===== src/rtl/lcfg_pkg.sv =====
package lcfg_pkg;
   typedef enum logic [2:0] {
      PS_IDLE,
      PS_DEV,
      PS_PTR,
      PS_DATA,
      PS_ACK,
      PS_TX,
      PS_MACK
   } proto_st_e;

   localparam logic [7:0] RA_ID    = 8'h00;
   localparam logic [7:0] RA_REV   = 8'h01;
   localparam logic [7:0] RA_STAT  = 8'h02;
   localparam logic [7:0] RA_PAIR0 = 8'h03;
endpackage


===== src/rtl/lcfg_sync.sv =====
module lcfg_sync #(
   parameter int WIDTH  = 2,
   parameter int STAGES = 2,
   parameter logic RST_VAL = 1'b1
) (
   input  logic             clk,
   input  logic             rst_n,
   input  logic [WIDTH-1:0] d,
   output logic [WIDTH-1:0] q
);
   localparam int CHAIN_W = WIDTH * STAGES;

   if (STAGES < 2) begin : g_bad_stages
      $error("lcfg_sync needs at least two stages");
   end

   logic [CHAIN_W-1:0] chain;

   always_ff @(posedge clk) begin
      if (!rst_n) chain <= {CHAIN_W{RST_VAL}};
      else        chain <= {chain[CHAIN_W-WIDTH-1:0], d};
   end

   assign q = chain[CHAIN_W-1 -: WIDTH];
endmodule


===== src/rtl/lcfg_linemon.sv =====
module lcfg_linemon #(
   parameter int IDLE_CYCLES = 64
) (
   input  logic clk,
   input  logic rst_n,
   input  logic scl_s,
   input  logic sda_s,
   output logic scl_rise,
   output logic scl_fall,
   output logic start_det,
   output logic stop_det,
   output logic idle_hit
);
   localparam int CW = $clog2(IDLE_CYCLES + 1);
   localparam logic [CW-1:0] LIMIT = CW'(IDLE_CYCLES);

   if (IDLE_CYCLES < 16) begin : g_bad_idle
      $error("lcfg_linemon idle window too short");
   end

   logic scl_p, sda_p;
   logic [CW-1:0] hi_cnt;

   always_ff @(posedge clk) begin
      if (!rst_n) begin
         scl_p  <= 1'b1;
         sda_p  <= 1'b1;
         hi_cnt <= '0;
      end else begin
         scl_p <= scl_s;
         sda_p <= sda_s;
         if (!(scl_s && sda_s))  hi_cnt <= '0;
         else if (hi_cnt != LIMIT) hi_cnt <= hi_cnt + 1'b1;
      end
   end

   assign scl_rise  = scl_s & ~scl_p;
   assign scl_fall  = ~scl_s & scl_p;
   assign start_det = scl_s & scl_p & sda_p & ~sda_s;
   assign stop_det  = scl_s & scl_p & ~sda_p & sda_s;
   assign idle_hit  = (hi_cnt == LIMIT);
endmodule


===== src/rtl/lcfg_proto.sv =====
module lcfg_proto import lcfg_pkg::*; #(
   parameter logic [6:0] DEV_ADDR = 7'b1010110
) (
   input  logic       clk,
   input  logic       rst_n,
   input  logic       cs,
   input  logic       sda_s,
   input  logic       scl_rise,
   input  logic       scl_fall,
   input  logic       start_det,
   input  logic       stop_det,
   input  logic       idle_hit,
   input  logic [7:0] rd_data,
   output logic       sda_oe,
   output logic [7:0] ptr,
   output logic       wr_en,
   output logic [7:0] wr_data
);
   proto_st_e  st, nxt;
   logic [3:0] cnt;
   logic [7:0] shreg, txsh;
   logic       oe_q;
   logic [7:0] ptr_q;
   logic       byte_done;

   assign byte_done = scl_fall && (cnt == 4'd8);

   always_ff @(posedge clk) begin
      if (!rst_n) begin
         st    <= PS_IDLE;
         nxt   <= PS_IDLE;
         cnt   <= '0;
         shreg <= '0;
         txsh  <= '0;
         oe_q  <= 1'b0;
         ptr_q <= '0;
      end else if (!cs) begin
         st   <= PS_IDLE;
         oe_q <= 1'b0;
      end else if (start_det) begin
         st   <= PS_DEV;
         cnt  <= '0;
         oe_q <= 1'b0;
      end else if (stop_det || idle_hit) begin
         st   <= PS_IDLE;
         oe_q <= 1'b0;
      end else begin
         case (st)
            PS_DEV, PS_PTR, PS_DATA: begin
               if (scl_rise) begin
                  shreg <= {shreg[6:0], sda_s};
                  cnt   <= cnt + 4'd1;
               end else if (byte_done) begin
                  if (st == PS_DEV) begin
                     if (shreg[7:1] == DEV_ADDR) begin
                        oe_q <= 1'b1;
                        nxt  <= shreg[0] ? PS_TX : PS_PTR;
                        st   <= PS_ACK;
                     end else begin
                        st <= PS_IDLE;
                     end
                  end else if (st == PS_PTR) begin
                     ptr_q <= shreg;
                     oe_q  <= 1'b1;
                     nxt   <= PS_DATA;
                     st    <= PS_ACK;
                  end else begin
                     oe_q <= 1'b1;
                     nxt  <= PS_IDLE;
                     st   <= PS_ACK;
                  end
               end
            end
            PS_ACK: begin
               if (scl_fall) begin
                  cnt <= '0;
                  st  <= nxt;
                  if (nxt == PS_TX) begin
                     oe_q <= ~rd_data[7];
                     txsh <= {rd_data[6:0], 1'b0};
                  end else begin
                     oe_q <= 1'b0;
                  end
               end
            end
            PS_TX: begin
               if (scl_fall) begin
                  if (cnt == 4'd7) begin
                     oe_q <= 1'b0;
                     st   <= PS_MACK;
                  end else begin
                     oe_q <= ~txsh[7];
                     txsh <= {txsh[6:0], 1'b0};
                     cnt  <= cnt + 4'd1;
                  end
               end
            end
            PS_MACK: begin
               if (scl_fall) st <= PS_IDLE;
            end
            default: ;
         endcase
      end
   end

   assign wr_en   = cs && (st == PS_DATA) && byte_done;
   assign wr_data = shreg;
   assign ptr     = ptr_q;
   assign sda_oe  = oe_q;
endmodule


===== src/rtl/lcfg_regs.sv =====
module lcfg_regs import lcfg_pkg::*; #(
   parameter int NUM_CH  = 4,
   parameter int BOOST_W = 3,
   parameter logic [7:0] PAIR_RST  = 8'h44,
   parameter logic [7:0] CTRL_RST  = 8'h00,
   parameter logic [7:0] LEVEL_RST = 8'h78
) (
   input  logic                    clk,
   input  logic                    rst_n,
   input  logic                    wr_en,
   input  logic [7:0]              addr,
   input  logic [7:0]              wr_data,
   input  logic [NUM_CH-1:0]       sig_det,
   output logic [7:0]              rd_data,
   output logic [NUM_CH-1:0]       lane_dis,
   output logic [NUM_CH*BOOST_W-1:0] lane_boost,
   output logic [2*NUM_CH-1:0]     det_on_sel,
   output logic [2*NUM_CH-1:0]     det_off_sel,
   output logic                    reg_en_mode,
   output logic [1:0]              drive_level
);
   localparam int NUM_PAIR = NUM_CH / 2;
   localparam int HALF     = BOOST_W + 1;
   localparam int SEL_W    = 2 * NUM_CH;
   localparam logic [7:0] A_ON   = RA_PAIR0 + 8'(NUM_PAIR);
   localparam logic [7:0] A_OFF  = A_ON + 8'd1;
   localparam logic [7:0] A_CTRL = A_OFF + 8'd1;
   localparam logic [7:0] A_LVL  = A_CTRL + 8'd1;

   if ((NUM_CH % 2) != 0 || NUM_CH > 4 || NUM_CH < 2) begin : g_bad_ch
      $error("lcfg_regs lane count must be 2 or 4");
   end
   if (2 * HALF != 8) begin : g_bad_boost
      $error("lcfg_regs two lane fields must fill one byte");
   end

   logic [7:0]       pair_all [NUM_PAIR];
   logic [SEL_W-1:0] on_q, off_q;
   logic [7:0]       ctrl_q, lvl_q;

   for (genvar p = 0; p < NUM_PAIR; p++) begin : g_pair
      localparam logic [7:0] MY_A = RA_PAIR0 + 8'(p);
      logic [7:0] pair_q;
      always_ff @(posedge clk) begin
         if (!rst_n)                      pair_q <= PAIR_RST;
         else if (wr_en && addr == MY_A)  pair_q <= wr_data;
      end
      assign pair_all[p] = pair_q;
      assign lane_dis[2*p]                      = pair_q[HALF-1];
      assign lane_boost[2*p*BOOST_W +: BOOST_W] = pair_q[BOOST_W-1:0];
      assign lane_dis[2*p+1]                    = pair_q[2*HALF-1];
      assign lane_boost[(2*p+1)*BOOST_W +: BOOST_W] = pair_q[HALF +: BOOST_W];
   end

   always_ff @(posedge clk) begin
      if (!rst_n) begin
         on_q   <= '0;
         off_q  <= '0;
         ctrl_q <= CTRL_RST;
         lvl_q  <= LEVEL_RST;
      end else if (wr_en) begin
         if (addr == A_ON)   on_q   <= wr_data[SEL_W-1:0];
         if (addr == A_OFF)  off_q  <= wr_data[SEL_W-1:0];
         if (addr == A_CTRL) ctrl_q <= wr_data;
         if (addr == A_LVL)  lvl_q  <= wr_data;
      end
   end

   always_comb begin
      rd_data = '0;
      if (addr == RA_STAT)      rd_data[NUM_CH-1:0] = sig_det;
      else if (addr == A_ON)    rd_data[SEL_W-1:0]  = on_q;
      else if (addr == A_OFF)   rd_data[SEL_W-1:0]  = off_q;
      else if (addr == A_CTRL)  rd_data             = ctrl_q;
      else if (addr == A_LVL)   rd_data             = lvl_q;
      for (int i = 0; i < NUM_PAIR; i++) begin
         if (addr == RA_PAIR0 + 8'(i)) rd_data = pair_all[i];
      end
   end

   assign det_on_sel  = on_q;
   assign det_off_sel = off_q;
   assign reg_en_mode = ctrl_q[0];
   assign drive_level = lvl_q[3:2];
endmodule


===== src/rtl/lcfg_slave.sv =====
module lcfg_slave import lcfg_pkg::*; #(
   parameter int NUM_CH      = 4,
   parameter int BOOST_W     = 3,
   parameter logic [6:0] DEV_ADDR = 7'b1010110,
   parameter int SYNC_STAGES = 2,
   parameter int IDLE_CYCLES = 64,
   parameter logic [7:0] PAIR_RST  = 8'h44,
   parameter logic [7:0] CTRL_RST  = 8'h00,
   parameter logic [7:0] LEVEL_RST = 8'h78
) (
   input  logic                      clk,
   input  logic                      rst_n,
   input  logic                      cs,
   input  logic                      scl_i,
   input  logic                      sda_i,
   input  logic [NUM_CH-1:0]         sig_det,
   output logic                      sda_oe,
   output logic [NUM_CH-1:0]         lane_dis,
   output logic [NUM_CH*BOOST_W-1:0] lane_boost,
   output logic [2*NUM_CH-1:0]       det_on_sel,
   output logic [2*NUM_CH-1:0]       det_off_sel,
   output logic                      reg_en_mode,
   output logic [1:0]                drive_level
);
   logic [1:0] lines_s;
   logic scl_rise, scl_fall, start_det, stop_det, idle_hit;
   logic [7:0] rd_data, ptr, wr_data;
   logic wr_en;

   lcfg_sync #(.WIDTH(2), .STAGES(SYNC_STAGES), .RST_VAL(1'b1)) u_sync (
      .clk(clk), .rst_n(rst_n), .d({scl_i, sda_i}), .q(lines_s)
   );

   lcfg_linemon #(.IDLE_CYCLES(IDLE_CYCLES)) u_mon (
      .clk(clk), .rst_n(rst_n), .scl_s(lines_s[1]), .sda_s(lines_s[0]),
      .scl_rise(scl_rise), .scl_fall(scl_fall), .start_det(start_det),
      .stop_det(stop_det), .idle_hit(idle_hit)
   );

   lcfg_proto #(.DEV_ADDR(DEV_ADDR)) u_proto (
      .clk(clk), .rst_n(rst_n), .cs(cs), .sda_s(lines_s[0]),
      .scl_rise(scl_rise), .scl_fall(scl_fall), .start_det(start_det),
      .stop_det(stop_det), .idle_hit(idle_hit), .rd_data(rd_data),
      .sda_oe(sda_oe), .ptr(ptr), .wr_en(wr_en), .wr_data(wr_data)
   );

   lcfg_regs #(
      .NUM_CH(NUM_CH), .BOOST_W(BOOST_W), .PAIR_RST(PAIR_RST),
      .CTRL_RST(CTRL_RST), .LEVEL_RST(LEVEL_RST)
   ) u_regs (
      .clk(clk), .rst_n(rst_n), .wr_en(wr_en), .addr(ptr), .wr_data(wr_data),
      .sig_det(sig_det), .rd_data(rd_data), .lane_dis(lane_dis),
      .lane_boost(lane_boost), .det_on_sel(det_on_sel), .det_off_sel(det_off_sel),
      .reg_en_mode(reg_en_mode), .drive_level(drive_level)
   );
endmodule


===== config.mk =====
export PLATFORM = sky130hd
export DESIGN_NAME = lcfg_slave
export DESIGN_NICKNAME = d
export VERILOG_FILES = /design/src/rtl/lcfg_pkg.sv /design/src/rtl/lcfg_sync.sv /design/src/rtl/lcfg_linemon.sv /design/src/rtl/lcfg_proto.sv /design/src/rtl/lcfg_regs.sv /design/src/rtl/lcfg_slave.sv
export SDC_FILE = /design/constraint.sdc
export NUM_CORES = 1
export LEC_CHECK = 0
export BUFFER_PORTS_ARGS = -buffer_cell sky130_fd_sc_hd__buf_2
export CORE_AREA = 2 2 100 126
export CTS_CLUSTER_SIZE = 25
export DETAILED_ROUTE_END_ITERATION = 16
export DIE_AREA = 0 0 102 128
export GPL_ROUTABILITY_DRIVEN = 0
export SKIP_CTS_REPAIR_TIMING = 1
export SLEW_MARGIN = 25
export SYNTH_ARGS = -nofsm -noshare
export SYNTH_HDL_FRONTEND = slang
export SYNTH_SLANG_ARGS = --single-unit
export TNS_END_PERCENT = 5

===== constraint.sdc =====
create_clock -name clk -period 5.3 [get_ports clk]
set_input_delay 0.53 -clock clk [delete_from_list [all_inputs] [get_ports clk]]
set_output_delay 0.53 -clock clk [all_outputs]
set_load 0.1 [all_outputs]

==> results of run 1 <==
## worst max-delay path, delay by kind of cell (launching register included)
| family | cells | cell delay [ps] |
|---|---|---|
| AND/OR/NAND/NOR | 5 | 2160 |
| flip-flops | 1 | 340 |
## cells in the final DEF (no fill, tap or decap), types with 3 or more instances in the layout
master     synthesis  final
clkbuf_16          0      9
nand3_1           47     47
buf_4              6      3
nand2_1           57     57
inv_1              9      9
or3_1              4      4
nand4bb_1          3      3
a21o_1             3      3
nand4b_1           4      4
nand3b_1          10     10
nand4_1            6      6
a21oi_1            5      5
o41ai_1            3      3
ha_1               4      4
dfxtp_1           95     95
o2111ai_1          6      6
or2_2              3      3
a2111oi_0          4      4
a221o_1            6      6
xnor2_1            5      5
o21ai_0           20     20
a21boi_0          25     25
and3_1             3      3
mux2i_1           39     39
nand2b_1          16     16
a31oi_1            9      9
nor2_1            19     19
nor2b_1           37     37
buf_2              8     44
## where the power goes
group	switching [uW]	internal [uW]	total (uW)
Sequential	4.17	717	721
Clock	274	439	713
Combinational	20.3	17.6	37.9
Total	299	1170	1470
## registers in the layout, summed over array words and instances (netlist names)
name and cells:
u_regs.det_off_sel 8, u_sync.chain 4, u_regs.ctrl_q 8, u_proto.st 3, u_mon.scl_p 1, u_mon.hi_cnt 7, u_regs.lvl_q 8, u_proto.txsh 7
u_regs.g_pair.pair_q 16, u_proto.nxt 3, u_proto.wr_data 8, u_mon.sda_p 1, u_proto.cnt 4, u_regs.det_on_sel 8, u_proto.sda_oe 1, u_proto.ptr 8
## cell families after synthesis
kind of cell	after synthesis	synth area share, %
fa+ha+maj	4	1.034
compound gates	111	17.60
simple gates	230	26.98
mux	40	8.294
buf+inv	57	5.555
xor+xnor	7	1.266
flops	95	39.28
## layer usage
metal / track usage [%] / share of wire, % / vias up
li1: - / - / 1986
met1: 25.34 / 44 / 1948
met2: 32.35 / 47 / 126
met3: 3.435 / 4.3 / 38
met4: 13.25 / 5.1 / 0
met5: 0 / 0 / -
## stage by stage
| step | total power, uW | utilization [%] | hold WS [ps] | instance area, um^2 |
|---|---|---|---|---|
| 6_report | 1473 | 45.12 | 366.8 | 5385 |
| 3_3_place_gp | 774.7 | 42.39 | 398.8 | 5060 |
| 4_1_cts | 1488 | 45.12 | 351.4 | 5385 |
| 2_1_floorplan | 764.3 | - | 386.3 | 4842 |
| 3_5_place_dp | 775.8 | 42.39 | 396.8 | 5060 |
| 5_1_grt | 1519 | 45.12 | 360.0 | 5385 |
## layout make-up
class                   count  area, um^2  share of cell area [%]
clock buffers              13       260.3                   4.833
clock inverters             3       65.06                   1.208
inverters                   9       33.78                  0.6273
multi-input cells         392        2676                   49.70
flip-flops and latches     95        1902                   35.32
well taps                 164       205.2                   3.810
repair buffers             47       242.7                   4.507
## final timing paths
path | startpoint | endpoint | slack (ps) | depth (start not counted)
max | u_proto.ptr[4]$_SDFFE_PN0P_ | u_regs.g_pair[1].pair_q[6]$_SDFFE_PN1P_ | 2650 | 5
min | sda_i | u_sync.chain[0]$_SDFF_PN1_ | 370 | 2
min reg2reg | u_sync.chain[1]$_SDFF_PN1_ | u_sync.chain[3]$_SDFF_PN1_ | 420 | 1
max reg2reg | u_proto.ptr[4]$_SDFFE_PN0P_ | u_regs.g_pair[1].pair_q[6]$_SDFFE_PN1P_ | 2650 | 5
==> flow_summary.yaml, run 1 <==
floorplan:
  core.rowCount: 45
  ioPinCount: 45
  floorplan.initialDensity_pct: 40.57
  fp.dieArea_um2: 13060
  core_area_um2: 11940
  die_height_um: 128
  fp.dieW_um: 102
critical_path:
  end_kind: "flop"
  path_class: "reg2reg"
  required_ps: 5500
  critPathArrivalTime_ps: 2850
  path_max_fanout: 19
  crit_slowest_cell: "nor4_4"
  slowest_delay_ps: 900
  worstSetupStartpointType: "flop"
  cp_common_cell: "nand2_1"
  path_cells: "or3_1, nor4_4, nand2_1, nand2_1, nand3_1"
min_path:
  hp-class: "in2reg"
synthesis:
  async_flop_share_pct: 0
  synth_common_cells: "dfxtp_1 (95), nand2_1 (57), nand3_1 (47), mux2i_1 (39), nor2b_1 (37)"
  yosys_register_bits: 95
  syn_inst: 544
  yosys.area.top_type_share_pct: 39.28
  synth_top_cell_by_area: "dfxtp_1"
  yosysSeqAreaShare_pct: 39.28
  avgSynthCellArea_um2: 8.901
  synthFlopType: "dfxtp_1"
  yosysMostFrequentCell: "dfxtp_1"
  syn_nets: 557
  synthesis.area_um2: 4842
  synth_area_leaders: "dfxtp_1 (39%), mux2i_1 (8.1%), nand3_1 (4.9%)"
  synth_enable_flop_cells: 0
  synthDistinctLibCells: 68
  ys_warn_count: 0
global_route:
  grt_start_max_net_pins: 86
  grt-ovfl-total: 0
  grtUsageTotal_pct: 20.42
  antenna_found_initial: 0
  grt_pass1_vias: 3787
  grt_pass1_wl_um: 20370
cells_and_area:
  drive_gt1_share_pct: 13.60
  area_delta_synth_final_pct: 11.21
  final_cells: 723
  fillers: 1214
  diodes: 0
  nets: 567
sta:
  setup_viol: 0
  hold_viol_final: 0
  grt_setup_unrepaired: "no"
  final.setup.worst_slack_ps: 2650
  relSlewSlack_pct: 38.60
  min_period_ps: 2650
  slew_viol_final: 0
  post-route-period-util_pct: 49.99
  worst_pin_slew_ps: 914.1
  finClkSkew_ps: 7.373
  tns_ps: 0
  max_clock_freq_mhz: 377.4
power_and_ir_drop:
  power_density_nw_per_um2: 273.5
  leakage_uw: 0.001995
  ir_worst_vdd_uv: 158.4
cts:
  cts_buffers: 9
  cts.path.max_buffers: 2
  clk_pin_slew_ps: 60
  clockRootBuffer: "clkbuf_16"
  cts_htree_levels: 3
  clock_sinks: 95
  cts_tree: "yes"
  clock_latency_ps: 350
placement:
  place_ws_ps: 2676
  dp.cells: 707
  dp_hpwl_um: 8711
  portBuffers: 44
routing:
  drt_wl_total_um: 12860
  drtIter0Drc: 221
  wire_per_inst_um: 17.78
  routed_via_density: 5.668
  ant_nets: 0
  drt_pass1_iterations: 5
  vias: 4098
  drc: 0
outcome:
  status: "complete, no violations"
flow_run:
  drv_cap: 0
No activity file was read; power rests on OpenSTA's default activity.
==> run 2, diff against run 1 <==
Clock period 5.3 ns to 2.1 ns, I/O delays scaled along.
==> flow_summary.yaml, run 2 (synthesized netlist as in run 1, its figures left out) <==
critical_path:
  path_cells: "inv_1, ha_1, or4b_4, o221ai_2, or4_1, buf_12, mux2i_1, nor2b_1"
  worstSetupStartpointType: "flop"
  path_class: "reg2reg"
  required_ps: 2340
  path_max_fanout: 8
  crit_buf_inv: 2
  end_kind: "flop"
  critPathArrivalTime_ps: 2280
  cp_top_family: "simple AND/OR/NAND/NOR gates"
  slowest_delay_ps: 570
  crit_slowest_cell: "or4_1"
routing:
  drtIter0Drc: 271
  ant_nets: 0
  routed_via_density: 5.631
  drt_pass1_iterations: 5
  wire_per_inst_um: 17.95
  vias: 4291
  drc: 0
  drt_wl_total_um: 13680
global_route:
  grt_pass1_vias: 4300
  grtUsageTotal_pct: 22.29
  grt_pass1_wl_um: 22310
  antenna_found_initial: 0
  grt_start_max_net_pins: 44
  grt-ovfl-total: 0
sta:
  grt_setup_unrepaired: "yes"
  min_period_ps: 2038
  setup_viol: 0
  relSlewSlack_pct: 60.10
  post-route-period-util_pct: 97.03
  max_clock_freq_mhz: 490.7
  finClkSkew_ps: 6.336
  tns_ps: 0
  worst_pin_slew_ps: 583.4
  hold_viol_final: 0
  holdWs_ps: 42.45
  slew_viol_final: 0
cells_and_area:
  largest_reg_flops: 16
  layout_commonest_cell: "dfxtp_1"
  area_delta_synth_final_pct: 19.41
  nets: 606
  regMostFlops: "u_regs.g_pair.pair_q"
  final_cells: 762
  mostFrequentLayoutCells: "dfxtp_1 (94), nand2_1 (56), nand3_1 (47), buf_2 (44), mux2i_1 (39)"
  diodes: 0
  drive_gt1_share_pct: 20.90
flow_run:
  drv_cap: 0
power_and_ir_drop:
  total_power_uw: 3646
  power_density_nw_per_um2: 630.7
  leakage_uw: 0.002222
  ir_worst_vdd_uv: 566.3
floorplan:
  fp.dieArea_um2: 13060
  fp.dieW_um: 102
  floorplan.initialDensity_pct: 40.57
  die_height_um: 128
  ioPinCount: 45
  core.rowCount: 45
  core_area_um2: 11940
cts:
  cts_buffers: 9
  clock_sinks: 95
  clk_pin_slew_ps: 60
  clock_latency_ps: 350
  cts_htree_levels: 3
  clockRootBuffer: "clkbuf_16"
  cts.path.max_buffers: 2
  cts_tree: "yes"
min_path:
  hp-class: "in2reg"
outcome:
  status: "complete, no violations"
placement:
  dp_hpwl_um: 9750
  dp.cells: 746
  portBuffers: 44
run 2: cell types whose count changed in the layout (fill, tap and decap cells not counted), moves of 2 or more:
cell | previous run | this run
buf_4 | 3 | 36
a2111oi_1 | 1 | 3
buf_12 | 0 | 6
clkbuf_8 | 2 | 0
a2111oi_0 | 4 | 2
run 2: final cells by class:
cell class | count | area [um^2]
fillers | 1170 | 6155
multi-input cells | 392 | 2723
flip-flops and latches | 95 | 1903
repair buffers | 86 | 610.6
clock buffers | 12 | 236.5
well taps | 164 | 205.2
clock inverters | 4 | 70.07
inverters | 9 | 33.78
run 2: path summary, 6_finish.rpt:
check	startpoint	to	slack [ps]	cells after the start
worst min register to register	u_sync.chain[0]$_SDFF_PN1_	u_sync.chain[2]$_SDFF_PN1_	420	1
worst min-delay path	scl_i	u_sync.chain[1]$_SDFF_PN1_	40	2
worst max-delay path	u_mon.hi_cnt[0]$_SDFFE_PN0P_	u_proto.ptr[7]$_SDFFE_PN0P_	60	8
worst max register to register	u_mon.hi_cnt[0]$_SDFFE_PN0P_	u_proto.ptr[7]$_SDFFE_PN0P_	60	8
run 2: worst register-to-register path: stages, from the launching register on:
cell and delay (ps):
dfxtp_1 360, inv_1 80, ha_1 190, or4b_4 220, o221ai_2 130, or4_1 570
buf_12 180, mux2i_1 150, nor2b_1 60
run 2: metal layers:
metal  track usage, %  up-vias  routed length, um  part of all wire, %
met3            4.308       25                591                  4.3
met4            10.20        0                439                  3.2
met5                0        -                  0                    0
li1                 -     2078                  -                    -
met2            37.19      122               6874                   50
met1            27.52     2066               5772                   42
run 2: power by group:
| group | leakage, uW | switching (uW) | internal [uW] |
|---|---|---|---|
| combinational | 0.00130 | 57.8 | 50.2 |
| sequential | 0.000767 | 8.19 | 1810 |
| clock | 0.000151 | 679 | 1040 |
| total | 0.00222 | 745 | 2900 |
run 2: metrics by stage:
stage	cell area (um^2)	worst slack (ps)	util (%)
final	5782	62.29	48.44
after global routing	5782	-43.10	48.44
after CTS	5734	-77.91	48.04
after detailed placement	5428	-64.16	45.47
after global placement	5428	-62.35	45.47
after floorplan	4842	74.31	-
==> run 3, diff against run 2 <==
Settings changed: BUFFER_PORTS_ARGS -buffer_cell sky130_fd_sc_hd__buf_2 to default, DONT_BUFFER_PORTS from default to 1.
==> flow_summary.yaml, run 3 (synthesized netlist as in run 1, its figures left out) <==
outcome:
  status: "complete, no violations"
sta:
  hold_viol_final: 0
  worst_pin_slew_ps: 559.2
  slew_viol_final: 0
  setup_viol: 0
  grt_setup_unrepaired: "yes"
  finClkSkew_ps: 6.657
  post-route-period-util_pct: 94.71
  min_period_ps: 1989
  tns_ps: 0
  max_clock_freq_mhz: 502.8
  relSlewSlack_pct: 61.75
placement:
  dp.cells: 737
  portBuffers: 0
  dp_hpwl_um: 9514
critical_path:
  required_ps: 2310
  path_class: "reg2reg"
  crit_slowest_cell: "or3_1"
  r2r_cells: 7
  worstSetupStartpointType: "flop"
  slowest_delay_ps: 400
  critPathArrivalTime_ps: 2200
  path_cells: "or3_1, buf_12, nor4_4, buf_12, nand2_1, nand2_1, nand3_1"
  path_max_fanout: 16
  end_kind: "flop"
global_route:
  grt_pass1_wl_um: 22220
  grtUsageTotal_pct: 22.27
  grt_start_max_net_pins: 86
  gr-usage-met2_pct: 38.74
  grtUsageMet3_pct: 4.853
  grt.busiest_layer: "met2"
  grt-ovfl-total: 0
  grt_pass1_vias: 4217
  antenna_found_initial: 0
  met1_usage_pct: 26.39
routing:
  ant_nets: 0
  drt_pass1_iterations: 5
  drtIter0Drc: 307
  vias: 4288
  drc: 0
  drt_wl_total_um: 14110
  wire_per_inst_um: 18.54
  routed_via_density: 5.635
power_and_ir_drop:
  leakage_uw: 0.002211
  total_power_uw: 3638
  power_density_nw_per_um2: 614.3
  ir_worst_vdd_uv: 482.1
cells_and_area:
  drive_gt1_share_pct: 19.93
  regArea_um2: 1906
  layout_commonest_cell: "dfxtp_1"
  diodes: 0
  fillers: 1175
  nets: 605
  final_cells: 761
  area_delta_synth_final_pct: 22.33
  regMostFlops: "u_regs.g_pair.pair_q"
  mostFrequentLayoutCells: "dfxtp_1 (92), buf_4 (72), nand2_1 (57), nand3_1 (47), mux2i_1 (39)"
  largest_reg_flops: 16
  multiInputGateArea_um2: 2736
cts:
  clk_pin_slew_ps: 70
  cts_buffers: 9
  clock_latency_ps: 350
  clock_sinks: 95
  cts_tree: "yes"
  cts.path.max_buffers: 2
  cts_htree_levels: 3
  clockRootBuffer: "clkbuf_16"
floorplan:
  floorplan.initialDensity_pct: 40.57
  fp.dieW_um: 102
  core_area_um2: 11940
  core.rowCount: 45
  fp.dieArea_um2: 13060
  die_height_um: 128
  ioPinCount: 45
min_path:
  hold-path-cell-count: 2
  hp-class: "in2reg"
flow_run:
  drv_cap: 0
==> run 3: cell count changes in the layout (fill, tap and decap cells not counted), moves of 2 or more <==
cell           previous run  this run
a2111oi_1                 3         1
a2111oi_2                 0         2
buf_2                    44         0
buf_4                    36        72
clkbuf_8                  0         3
clkinv_2                  2         0
dfxtp_1                  94        92
dfxtp_2                   1         3
dlygate4sd3_1             0         7
==> run 3: final timing paths <==
check,start,end,slack (ps)
worst max-delay path,u_proto.ptr[5]$_SDFFE_PN0P_,u_regs.lvl_q[3]$_SDFFE_PN1P_,110
worst min-delay path,cs,u_proto.st[0]$_SDFFE_PN0P_,7
worst max register to register,u_proto.ptr[5]$_SDFFE_PN0P_,u_regs.lvl_q[3]$_SDFFE_PN1P_,110
worst min register to register,u_regs.ctrl_q[2]$_SDFFE_PN0P_,u_regs.ctrl_q[2]$_SDFFE_PN0P_,460
==> run 3: stage by stage <==
stage	hold slack [ps]	setup slack, ps	utilization (%)	cell area [um^2]
after floorplan	311.5	74.31	-	4842
after global placement	291.6	83.58	45.83	5470
after detailed placement	291.0	21.04	45.83	5470
after CTS	-69.99	-44.54	48.44	5782
after global routing	-5.677	-21.16	49.62	5923
final	6.520	111.0	49.62	5923
==> run 3: power by group <==
part           leakage, uW  switching [uW]  internal [uW]
Sequential        0.000768            7.19           1810
Combinational      0.00129            41.5           53.1
Clock             0.000149             703           1020
Total              0.00221             752           2890
==> run 3: routing by layer <==
| layer | routed length, um | share of wire, % |
|---|---|---|
| met1 | 5859 | 42 |
| met2 | 7143 | 51 |
| met3 | 655 | 4.6 |
| met4 | 452 | 3.2 |
| met5 | 0 | 0 |
==> run 3: cell type report <==
class / count / area share, %
clock buffer: 14 / 4.626
timing repair buffer: 85 / 12.34
inverter: 9 / 0.5703
tap: 164 / 3.464
multi-input combinational: 392 / 46.20
clock inverter: 2 / 0.6337
sequential: 95 / 32.17
==> run 3: critical path: cells and delay by family, from the launching register on <==
family,cells,cell delay [ps]
buffers and inverters,2,360
flip-flops,1,340
AND/OR/NAND/NOR,5,1150
